`src/rtl/spi_eng_pkg.sv`:
```
package spi_eng_pkg;
  localparam int CTL_START = 8;

  typedef enum logic [1:0] {SQ_IDLE, SQ_SHIFT, SQ_END} sq_state_t;

  // Byte k of the outgoing stream: command, address high-to-low, then payload low-to-high
  function automatic logic [7:0] tx_byte_sel(input logic [3:0] idx,
                                             input logic [31:0] op,
                                             input logic [31:0] dat);
    case (idx)
      4'd0:    return op[7:0];
      4'd1:    return op[31:24];
      4'd2:    return op[23:16];
      4'd3:    return op[15:8];
      4'd4:    return dat[7:0];
      4'd5:    return dat[15:8];
      4'd6:    return dat[23:16];
      4'd7:    return dat[31:24];
      default: return 8'h00;
    endcase
  endfunction
endpackage

```
`src/rtl/spi_eng_regs.sv`:
```
module spi_eng_regs import spi_eng_pkg::*; #(
  parameter int ADDR_W = 4,
  parameter int CNT_W  = 4,
  parameter int SEL_W  = 2
) (
  input  logic              clk,
  input  logic              rst_n,
  input  logic              bus_wr,
  input  logic [ADDR_W-1:0] bus_addr,
  input  logic [31:0]       bus_wdata,
  output logic [31:0]       bus_rdata,
  input  logic              busy,
  input  logic              rx_we,
  input  logic [1:0]        rx_pos,
  input  logic [7:0]        rx_byte,
  output logic              go,
  output logic [CNT_W-1:0]  go_tx,
  output logic [CNT_W-1:0]  go_rx,
  output logic [SEL_W-1:0]  go_sel,
  output logic [31:0]       op_q,
  output logic [31:0]       dat_q
);
  logic [CNT_W-1:0] tx_q, rx_q;
  logic [SEL_W-1:0] sel_q;
  logic [1:0]       size_q;
  logic is_ctrl, is_op, is_dat, wr_ok;
  logic unused_wbits;

  assign is_ctrl = (bus_addr == ADDR_W'(0));
  assign is_op   = (bus_addr == ADDR_W'(4));
  assign is_dat  = (bus_addr == ADDR_W'(8));
  assign wr_ok   = bus_wr && !busy;

  assign go     = wr_ok && is_ctrl && bus_wdata[CTL_START];
  assign go_tx  = bus_wdata[CNT_W-1:0];
  assign go_rx  = bus_wdata[4 +: CNT_W];
  assign go_sel = bus_wdata[24 +: SEL_W];
  assign unused_wbits = ^{bus_wdata[31:26], bus_wdata[23:19], bus_wdata[16:9]};

  always_ff @(posedge clk) begin
    if (!rst_n) begin
      tx_q   <= '0;
      rx_q   <= '0;
      sel_q  <= '0;
      size_q <= '0;
      op_q   <= '0;
      dat_q  <= '0;
    end else begin
      if (wr_ok) begin
        if (is_ctrl) begin
          tx_q   <= go_tx;
          rx_q   <= go_rx;
          sel_q  <= go_sel;
          size_q <= bus_wdata[18:17];
        end
        if (is_op)  op_q  <= bus_wdata;
        if (is_dat) dat_q <= bus_wdata;
      end
      if (rx_we) dat_q[{rx_pos, 3'b000} +: 8] <= rx_byte;
    end
  end

  always_comb begin
    bus_rdata = '0;
    if (is_ctrl) begin
      bus_rdata[CNT_W-1:0]  = tx_q;
      bus_rdata[4 +: CNT_W] = rx_q;
      bus_rdata[16]         = busy;
      bus_rdata[18:17]      = size_q;
      bus_rdata[24 +: SEL_W] = sel_q;
    end else if (is_op) begin
      bus_rdata = op_q;
    end else if (is_dat) begin
      bus_rdata = dat_q;
    end
  end

  AST_CMD_FROZEN: assert property (@(posedge clk) disable iff (!rst_n)
    busy |=> $stable(op_q));
  AST_ZERO_TX_IDLE: assert property (@(posedge clk) disable iff (!rst_n)
    (wr_ok && is_ctrl && bus_wdata[CTL_START] && (go_tx == '0)) |=> !busy);
endmodule

```
`src/rtl/spi_eng_clkdiv.sv`:
```
module spi_eng_clkdiv #(
  parameter int SEL_W = 2
) (
  input  logic             clk,
  input  logic             rst_n,
  input  logic             run,
  input  logic [SEL_W-1:0] sel,
  output logic             tick
);
  localparam int HCNT_W = (1 << SEL_W) - 1;

  logic [HCNT_W-1:0] cnt, limit;

  assign limit = HCNT_W'((32'd1 << sel) - 32'd1);
  assign tick  = run && (cnt == limit);

  always_ff @(posedge clk) begin
    if (!rst_n || !run || tick) cnt <= '0;
    else                        cnt <= cnt + 1'b1;
  end

  AST_DIV_BOUND: assert property (@(posedge clk) disable iff (!rst_n)
    run |-> (cnt <= limit));
endmodule

```
`src/rtl/spi_eng_seq.sv`:
```
module spi_eng_seq import spi_eng_pkg::*; #(
  parameter int CNT_W = 4,
  parameter int SEL_W = 2
) (
  input  logic             clk,
  input  logic             rst_n,
  input  logic             go,
  input  logic [CNT_W-1:0] go_tx,
  input  logic [CNT_W-1:0] go_rx,
  input  logic [SEL_W-1:0] go_sel,
  input  logic [31:0]      op_q,
  input  logic [31:0]      dat_q,
  input  logic             tick,
  input  logic             miso,
  output logic             run,
  output logic [SEL_W-1:0] sel_q,
  output logic             busy,
  output logic             cs_n,
  output logic             sclk,
  output logic             mosi,
  output logic             rx_we,
  output logic [1:0]       rx_pos,
  output logic [7:0]       rx_byte
);
  localparam int IDX_W = CNT_W + 1;

  sq_state_t        state;
  logic [CNT_W-1:0] tx_n;
  logic [IDX_W-1:0] tot_n, byte_idx, nxt, rx_k;
  logic [2:0]       bit_idx;
  logic [7:0]       sh, nxt_byte, first_byte;
  logic [6:0]       rx_sh;

  assign run = (state == SQ_SHIFT);

  always_comb begin
    nxt        = byte_idx + 1'b1;
    nxt_byte   = (nxt < IDX_W'(tx_n)) ? tx_byte_sel(nxt[3:0], op_q, dat_q) : 8'h00;
    first_byte = tx_byte_sel(4'd0, op_q, dat_q);
    rx_k       = byte_idx - IDX_W'(tx_n);
  end

  always_ff @(posedge clk) begin
    if (!rst_n) begin
      state    <= SQ_IDLE;
      busy     <= 1'b0;
      cs_n     <= 1'b1;
      sclk     <= 1'b0;
      mosi     <= 1'b0;
      tx_n     <= '0;
      tot_n    <= '0;
      sel_q    <= '0;
      byte_idx <= '0;
      bit_idx  <= '0;
      sh       <= '0;
      rx_sh    <= '0;
      rx_we    <= 1'b0;
      rx_pos   <= '0;
      rx_byte  <= '0;
    end else begin
      rx_we <= 1'b0;
      case (state)
        SQ_IDLE: begin
          if (go && (go_tx != '0)) begin
            state    <= SQ_SHIFT;
            busy     <= 1'b1;
            cs_n     <= 1'b0;
            tx_n     <= go_tx;
            tot_n    <= IDX_W'(go_tx) + IDX_W'(go_rx);
            sel_q    <= go_sel;
            byte_idx <= '0;
            bit_idx  <= '0;
            sh       <= first_byte;
            mosi     <= first_byte[7];
          end
        end
        SQ_SHIFT: begin
          if (tick) begin
            if (!sclk) begin
              sclk  <= 1'b1;
              rx_sh <= {rx_sh[5:0], miso};
              if ((bit_idx == 3'd7) && (byte_idx >= IDX_W'(tx_n)) && (rx_k < IDX_W'(4))) begin
                rx_we   <= 1'b1;
                rx_pos  <= rx_k[1:0];
                rx_byte <= {rx_sh, miso};
              end
            end else begin
              sclk <= 1'b0;
              if (bit_idx == 3'd7) begin
                if (byte_idx == tot_n - 1'b1) begin
                  cs_n  <= 1'b1;
                  mosi  <= 1'b0;
                  state <= SQ_END;
                end else begin
                  byte_idx <= nxt;
                  bit_idx  <= '0;
                  sh       <= nxt_byte;
                  mosi     <= nxt_byte[7];
                end
              end else begin
                bit_idx <= bit_idx + 1'b1;
                sh      <= {sh[6:0], 1'b0};
                mosi    <= sh[6];
              end
            end
          end
        end
        default: begin
          busy  <= 1'b0;
          state <= SQ_IDLE;
        end
      endcase
    end
  end

  AST_CS_NEEDS_BUSY: assert property (@(posedge clk) disable iff (!rst_n)
    !cs_n |-> busy);
  AST_BUSY_AFTER_CS: assert property (@(posedge clk) disable iff (!rst_n)
    $fell(busy) |-> (cs_n && $past(cs_n)));
  AST_SCLK_IDLE_LOW: assert property (@(posedge clk) disable iff (!rst_n)
    cs_n |-> !sclk);
  AST_MOSI_HOLD_HIGH: assert property (@(posedge clk) disable iff (!rst_n)
    sclk |-> $stable(mosi));
endmodule

```
`src/rtl/spi_flash_cmd_engine.sv`:
```
module spi_flash_cmd_engine #(
  parameter int ADDR_W = 4,
  parameter int CNT_W  = 4,
  parameter int SEL_W  = 2
) (
  input  logic              clk,
  input  logic              rst_n,
  input  logic              bus_wr,
  input  logic [ADDR_W-1:0] bus_addr,
  input  logic [31:0]       bus_wdata,
  output logic [31:0]       bus_rdata,
  output logic              spi_cs_n,
  output logic              spi_sclk,
  output logic              spi_mosi,
  input  logic              spi_miso
);
  logic             go, busy, rx_we, run, tick;
  logic [CNT_W-1:0] go_tx, go_rx;
  logic [SEL_W-1:0] go_sel, sel_q;
  logic [31:0]      op_q, dat_q;
  logic [1:0]       rx_pos;
  logic [7:0]       rx_byte;

  spi_eng_regs #(.ADDR_W(ADDR_W), .CNT_W(CNT_W), .SEL_W(SEL_W)) u_regs (
    .clk(clk), .rst_n(rst_n), .bus_wr(bus_wr), .bus_addr(bus_addr),
    .bus_wdata(bus_wdata), .bus_rdata(bus_rdata), .busy(busy),
    .rx_we(rx_we), .rx_pos(rx_pos), .rx_byte(rx_byte), .go(go),
    .go_tx(go_tx), .go_rx(go_rx), .go_sel(go_sel), .op_q(op_q), .dat_q(dat_q)
  );

  spi_eng_clkdiv #(.SEL_W(SEL_W)) u_div (
    .clk(clk), .rst_n(rst_n), .run(run), .sel(sel_q), .tick(tick)
  );

  spi_eng_seq #(.CNT_W(CNT_W), .SEL_W(SEL_W)) u_seq (
    .clk(clk), .rst_n(rst_n), .go(go), .go_tx(go_tx), .go_rx(go_rx),
    .go_sel(go_sel), .op_q(op_q), .dat_q(dat_q), .tick(tick), .miso(spi_miso),
    .run(run), .sel_q(sel_q), .busy(busy), .cs_n(spi_cs_n), .sclk(spi_sclk),
    .mosi(spi_mosi), .rx_we(rx_we), .rx_pos(rx_pos), .rx_byte(rx_byte)
  );
endmodule

```
`config.mk`:
```
export PLATFORM = sky130hd
export DESIGN_NAME = spi_flash_cmd_engine
export DESIGN_NICKNAME = d
export VERILOG_FILES = /design/src/rtl/spi_eng_pkg.sv /design/src/rtl/spi_eng_regs.sv /design/src/rtl/spi_eng_clkdiv.sv /design/src/rtl/spi_eng_seq.sv /design/src/rtl/spi_flash_cmd_engine.sv
export SDC_FILE = /design/constraint.sdc
export NUM_CORES = 1
export LEC_CHECK = 0
export BUFFER_PORTS_ARGS = -buffer_cell sky130_fd_sc_hd__buf_2
export CORE_AREA = 2 2 167 128
export CTS_CLUSTER_DIAMETER = 120
export DETAILED_ROUTE_END_ITERATION = 10
export DIE_AREA = 0 0 169 130
export HOLD_SLACK_MARGIN = 0.12
export PLACE_DENSITY = 0.65
export SLEW_MARGIN = 30
export SYNTH_ARGS = -nofsm -noshare
export SYNTH_HDL_FRONTEND = slang
export SYNTH_SLANG_ARGS = --single-unit
```
`constraint.sdc`:
```
create_clock -name clk -period 4.35 [get_ports clk]
set_input_delay 0.87 -clock clk [delete_from_list [all_inputs] [get_ports clk]]
set_output_delay 0.87 -clock clk [all_outputs]
set_load 0.01 [all_outputs]
```
Yosys cells after proc, flatten, opt, wreduce, memory -nomap -nowiden. Index checks and enable logic that the tools add are counted.

Flip-flop bits (word level): 129. Bits in latches: 0. RAM bits: 0. Memory bits (read-only): 0. Bits of input ports: 40. Output and inout bits: 35. Logic and storage cells: 145. Memories: 0.

$add $sub $neg: 8. Multipliers: 0. Div/mod/pow operators: 0. $lt $le $gt $ge: 3. Equality and inequality tests: 20. Shift-type cells: 3. Muxes and demuxes: 55. Bitwise operators: 4. Reductions and logical operators: 30.

Operators by type and width (number): $mux 32 (6); $pmux 8 s8 (1); $mux 7 (5); $bwmux 32 (1); $shift 8x7->32 const A (1); $shiftx 8x7->32 (1); $mux 5 (6); $mux 8 (3); $eq 4x3->1 const B (5); $mux 3 (6); $pmux 7 s2 (1); $mux 1 (13); $mux 2 (6); $reduce_and 6->1 (2); $pmux 5 s2 (1); $reduce_and 2->1 (5); $reduce_and 5->1 (2); $eq 4x2->1 const B (2); $logic_not 4->1 (2); $ne 2x1->1 const B (4); $reduce_and 4->1 (2); $logic_and 1x1->1 (7); $neg 5->7 (1); $add 3x1->3 const B (2); other kinds (29) (38).

Logic depth before layout (Yosys ltp).
Depth in word-level cells: 9. Mapped depth: 12. Depth with buffers taken out: 10.

By module. A second synthesis with hierarchy kept.

Cell total of the unflattened synthesis: 945. Area total of the unflattened synthesis: 7821.3 um^2.

By module, submodules not included: spi_eng_regs (instances 1, cells each 503, area each 4032.6 um^2, sequential area each 1521.5 um^2); spi_eng_seq (instances 1, cells each 425, area each 3623.5 um^2, sequential area each 1001.0 um^2); spi_eng_clkdiv (instances 1, cells each 17, area each 165.2 um^2, sequential area each 60.1 um^2).

Worst setup path after synthesis. No wires, ideal clock.

Path kind: flip-flop to flip-flop. Start point: reg u_seq.byte_idx[0]. End point: reg u_seq.sh[6]. Setup time: 0.081 ns. Arrival time: 3.058 ns. Path slack: 1.211 ns. Stages on the path, launching flop included: 13. Path buffers: 3. Period minus slack after synthesis: 3.139 ns. Cell sequence: dfxtp_1 > ha_1 > clkbuf_1 > clkbuf_1 > clkbuf_1 > nand2b_1 > nand2_1 > ha_1 > o21ai_0 > nand2b_1 > a221oi_1 > o21ai_0 > a41oi_1.

Word-level cells in the longest chain between the ends: 9. Elaborated cells on any way between the ends: 20. Classes of those cells: add/sub: 1; order compare: 1; eq/ne: 9; mux: 7; reduce/logical: 2.

Ends and longest elaborated chain: start: declaration (line spi_eng_seq.sv:29) `logic [IDX_W-1:0] tot_n, byte_idx, nxt, rx_k;`; start signal: assignment (line spi_eng_seq.sv:95) `byte_idx <= nxt;`; $add 5x1->5 (line spi_eng_seq.sv:37) `nxt = byte_idx + 1'b1;`; $eq 4x3->1 (tied with other cells) (line spi_eng_pkg.sv:10) `case (idx)`; $pmux 8 s8 (line spi_eng_pkg.sv:10); $mux 8 (line spi_eng_seq.sv:38) `nxt_byte = (nxt < IDX_W'(tx_n)) ? tx_byte_sel(nxt[3:0], op_q, dat_q) : 8'h00;`; $mux 7 (line spi_eng_seq.sv:90) `if (byte_idx == tot_n - 1'b1) begin`; $mux 7 (line spi_eng_seq.sv:89) `if (bit_idx == 3'd7) begin`; $mux 7 (line spi_eng_seq.sv:79) `if (!sclk) begin`; $mux 7 (line spi_eng_seq.sv:78) `if (tick) begin`; $pmux 7 s2 (line spi_eng_seq.sv:62) `case (state)`; end signal: assignment (line spi_eng_seq.sv:73) `sh <= first_byte;`; end signal: assignment (line spi_eng_seq.sv:97) `sh <= nxt_byte;`; end signal: assignment (line spi_eng_seq.sv:102) `sh <= {sh[6:0], 1'b0};`; end: declaration (line spi_eng_seq.sv:31) `logic [7:0] sh, nxt_byte, first_byte;`.

Several ways; a longest one is shown, not always the timed one. The select of a mux whose other input is x is not followed. A chain may end at the register's enable or synchronous reset.

Final worst setup path.
Start point: reg u_seq.byte_idx[1]. End point: reg u_seq.sh[1].

The elaborated chain is that of the path after synthesis.

==> impl_metrics.tcl <==
set metrics [dict create \
    run_status "finished clean" \
    number_of_synthesized_flops_with_an_enable_pin 0 \
    drt_first_pass_iters 6 \
    gr-total-overflow 0 \
    rsz0062_at_grt "no" \
    post_drt_wl_per_cell_um 19.5 \
    clk_root_buffer_cell "sky130_fd_sc_hd__clkbuf_16" \
    synth_top_area_cell "sky130_fd_sc_hd__dfxtp_1" \
    grt_usage 0.232 \
    ys_seq_elements 129 \
    hold_viol 0 \
    powerDensity_nw_per_um2 327 \
    initial_antenna_violation_count 0 \
    clk_pin_slew_worst_paths_ns 0.07 \
    fmax_mhz 287 \
    grt_pass1_vias 6664 \
    stdcell_area_um2 8500 \
    die_x_um 169 \
    post-layout-total-power_w 0.00278 \
    clock_tree.buffer_depth 2 \
    synth_top_area_share 0.348 \
    synthCells 1006 \
    syn2layout_area_growth_pct 14.7 \
    insertion_delay_ns 0.44 \
    tritoncts.num_buffers 17 \
    antennaDiodeCount 0 \
    die-area_um2 22000 \
    drt-initial-drc-count 1163 \
    post_route_cells_drive_above_1_share 0.135 \
    max_cap_violations 0 \
    gp_congestion 0.885 \
    irDropWorstVdd_uv 186 \
    ys.flop_type "sky130_fd_sc_hd__dfxtp_1" \
    post-cts-setup-buffer-count 0 \
    net_count_synth 1074 \
    floorplan.initialDensity 0.360 \
    placement_rows 46 \
    dp_hpwl_um 18400 \
    skew_ns 0.00782 \
    ctsHoldBuffers 0 \
    hp-class "reg2reg" \
    drcViolationCount 0 \
    globalRouteMet1Util 0.332 \
    port-buffer-count 74 \
    critical_path_peak_fanout 27 \
    post_drt_via_cell_ratio 5.70 \
    finalSetupTns_ns 0 \
    layout.filler_cells 2197 \
    fin_nets 1103 \
    syn-mean-instance-area_um2 7.37 \
    report.final.setup_viol 0 \
    final.setup.worst_slack_ns 0.872 \
    dp_slack_ns 0.965 \
    route.antenna.remaining_nets 0 \
    globalRouteMet2Util 0.340 \
    postLayoutCoreUtil 0.413 \
    timing_worst_slew_pin_value_ns 0.881 \
    cts-htree-levels 4 \
    ys_async_sr_fraction 0 \
    clock-sinks 129 \
    timing.max_slew.rel_slack 0.413 \
    synth.area.top_cells "sky130_fd_sc_hd__dfxtp_1 35%, sky130_fd_sc_hd__a21oi_1 10%, sky130_fd_sc_hd__nand2_1 10%" \
    postPlaceCellArea_um2 7920 \
    dieHeight_um 130 \
    critical_path_class "reg2reg" \
    data_required_time_at_the_worst_endpoint_ns 4.70 \
    timing.critical_path.to_type "register" \
    cts-resized-gates 0 \
    grt_max_degree 48 \
    grt_most_used_layer "met2" \
    clock_tree_from_tritoncts "done" \
    timing.critical_path.arrival_ns 3.83 \
    cp-start-kind "register" \
    synth.distinct_cells 66 \
    ios 75 \
    timing.final.crit_share 0.800 \
    routed-via-count 7476 \
    ys.warnings.count 0 \
    global_route.usage.met3 0.0634 \
    finalWorstPathRequiredPeriod_ns 3.48 \
    ys_seq_area_frac 0.348 \
    timing_max_transition_violations_final 0 \
    post_synth_instance_area_um2 7410 \
    p_leak_nw 3.08 \
    wl_um 25600 \
    grt_first_pass_wirelength_um 38700 \
    core_um2 20600 \
]
[critical path: stages, from the launching register on]
cell and delay (ns):
sky130_fd_sc_hd__dfxtp_1 0.53, sky130_fd_sc_hd__ha_2 0.65, sky130_fd_sc_hd__inv_1 0.40, sky130_fd_sc_hd__nand2_1 0.19, sky130_fd_sc_hd__nand2_1 0.07, sky130_fd_sc_hd__ha_1 0.28
sky130_fd_sc_hd__o21ai_0 0.08, sky130_fd_sc_hd__nand2b_1 0.09, sky130_fd_sc_hd__a221oi_1 0.61, sky130_fd_sc_hd__o21ai_0 0.24, sky130_fd_sc_hd__a31oi_1 0.24
[layout by cell type (no fill, tap or decap), types with 6 or more instances in the layout]
cell type                   Yosys  layout
sky130_fd_sc_hd__nor2b_1        9       8
sky130_fd_sc_hd__ha_1          26      25
sky130_fd_sc_hd__a22oi_1       33      33
sky130_fd_sc_hd__inv_6          0       6
sky130_fd_sc_hd__a222oi_1      10      10
sky130_fd_sc_hd__dfxtp_1      129     129
sky130_fd_sc_hd__nand2b_1       8       8
sky130_fd_sc_hd__nand2_1      197     195
sky130_fd_sc_hd__and3_1         7       7
sky130_fd_sc_hd__a31oi_1        6       6
sky130_fd_sc_hd__clkbuf_16      0      17
sky130_fd_sc_hd__o21ai_1        7       7
sky130_fd_sc_hd__o21ai_0       30      30
sky130_fd_sc_hd__o21a_1         6       6
sky130_fd_sc_hd__inv_1         25      24
sky130_fd_sc_hd__o22ai_1        8       8
sky130_fd_sc_hd__nand3_1       36      36
sky130_fd_sc_hd__a21oi_1      154     154
sky130_fd_sc_hd__nor2_1       112     112
sky130_fd_sc_hd__xnor2_1        9       9
sky130_fd_sc_hd__mux2i_1       37      37
sky130_fd_sc_hd__buf_2          2      74
sky130_fd_sc_hd__buf_4          1      14
[cells in the mapped netlist (all sizes together) (3+ instances only)]
cell type / number
nand2: 197
a21oi: 154
dfxtp: 129
nor2: 112
clkbuf: 70
o21ai: 38
mux2i: 37
nand3: 36
a22oi: 33
ha: 26
inv: 25
a222oi: 10
nor2b: 9
xnor2: 9
buf: 8
nand2b: 8
o22ai: 8
and2: 7
and3: 7
a31oi: 6
o21a: 6
mux2: 5
nand4: 5
nor3: 4
xor2: 4
a211oi: 3
a221oi: 3
a31o: 3
a32oi: 3
o31ai: 3
or2: 3
[kinds of logic after synthesis]
| kind of cell | synth area share |
|---|---|
| buffers and inverters | 0.0540 |
| multiplexers | 0.0576 |
| flip-flops | 0.348 |
| XOR/XNOR | 0.0186 |
| adder cells (fa/ha/maj) | 0.0493 |
| AND/OR/NAND/NOR | 0.226 |
| AO/OA/AOI/OAI | 0.246 |
[path summary, 6_finish.rpt]
kind | cells past startpoint | endpoint | slack (ns) | startpoint
min reg2reg | 2 | u_seq.rx_byte[7]$_SDFFE_PN0P_ | 0.46 | u_seq.rx_sh[6]$_SDFFE_PN0P_
min | 2 | u_seq.rx_byte[7]$_SDFFE_PN0P_ | 0.46 | u_seq.rx_sh[6]$_SDFFE_PN0P_
max | 10 | u_seq.sh[1]$_SDFFE_PN0P_ | 0.87 | u_seq.byte_idx[1]$_SDFFE_PN0P_
max reg2reg | 10 | u_seq.sh[1]$_SDFFE_PN0P_ | 0.87 | u_seq.byte_idx[1]$_SDFFE_PN0P_
[final cells by class]
cell class | count | area (um2) | share of cell area
clock buffer | 18 | 439 | 0.0517
clock inverter | 14 | 141 | 0.0166
inverter | 25 | 93.8 | 0.0110
multi-input combinational | 774 | 4440 | 0.522
sequential | 129 | 2580 | 0.304
tap | 264 | 330 | 0.0389
timing repair buffer | 88 | 475 | 0.0559
[state kept, by name, indices dropped and copies added, names as in the netlist, 3 cells and up]
name	cells
u_seq.tx_n	4
u_regs.op_q	32
u_seq.sh	7
u_regs.rx_q	4
u_seq.tot_n	5
u_seq.rx_byte	8
u_seq.byte_idx	5
u_seq.bit_idx	3
u_div.cnt	3
u_seq.rx_sh	7
u_regs.tx_q	4
u_regs.dat_q	32
[stage by stage]
step                instances  hold slack (ns)
floorplan                1006            0.428
global placement         1280            0.443
detailed placement       1280            0.448
CTS                      1312            0.459
global route             1312            0.469
finish                   1312            0.459
[power breakdown]
group	switching (W)	leakage [nW]	internal, W
sequential	0.0000162	1.04	0.00119
clock	0.000644	0.282	0.000774
combinational	0.000103	1.76	0.0000510
[per-layer routing]
layer | up-vias | share of wire
met3 | 39 | 0.10
met2 | 366 | 0.42
li1 | 3568 | -
met5 | - | 0
met4 | 0 | 0.021
met1 | 3503 | 0.45
Note: power is estimated with default switching activity, not from simulation.
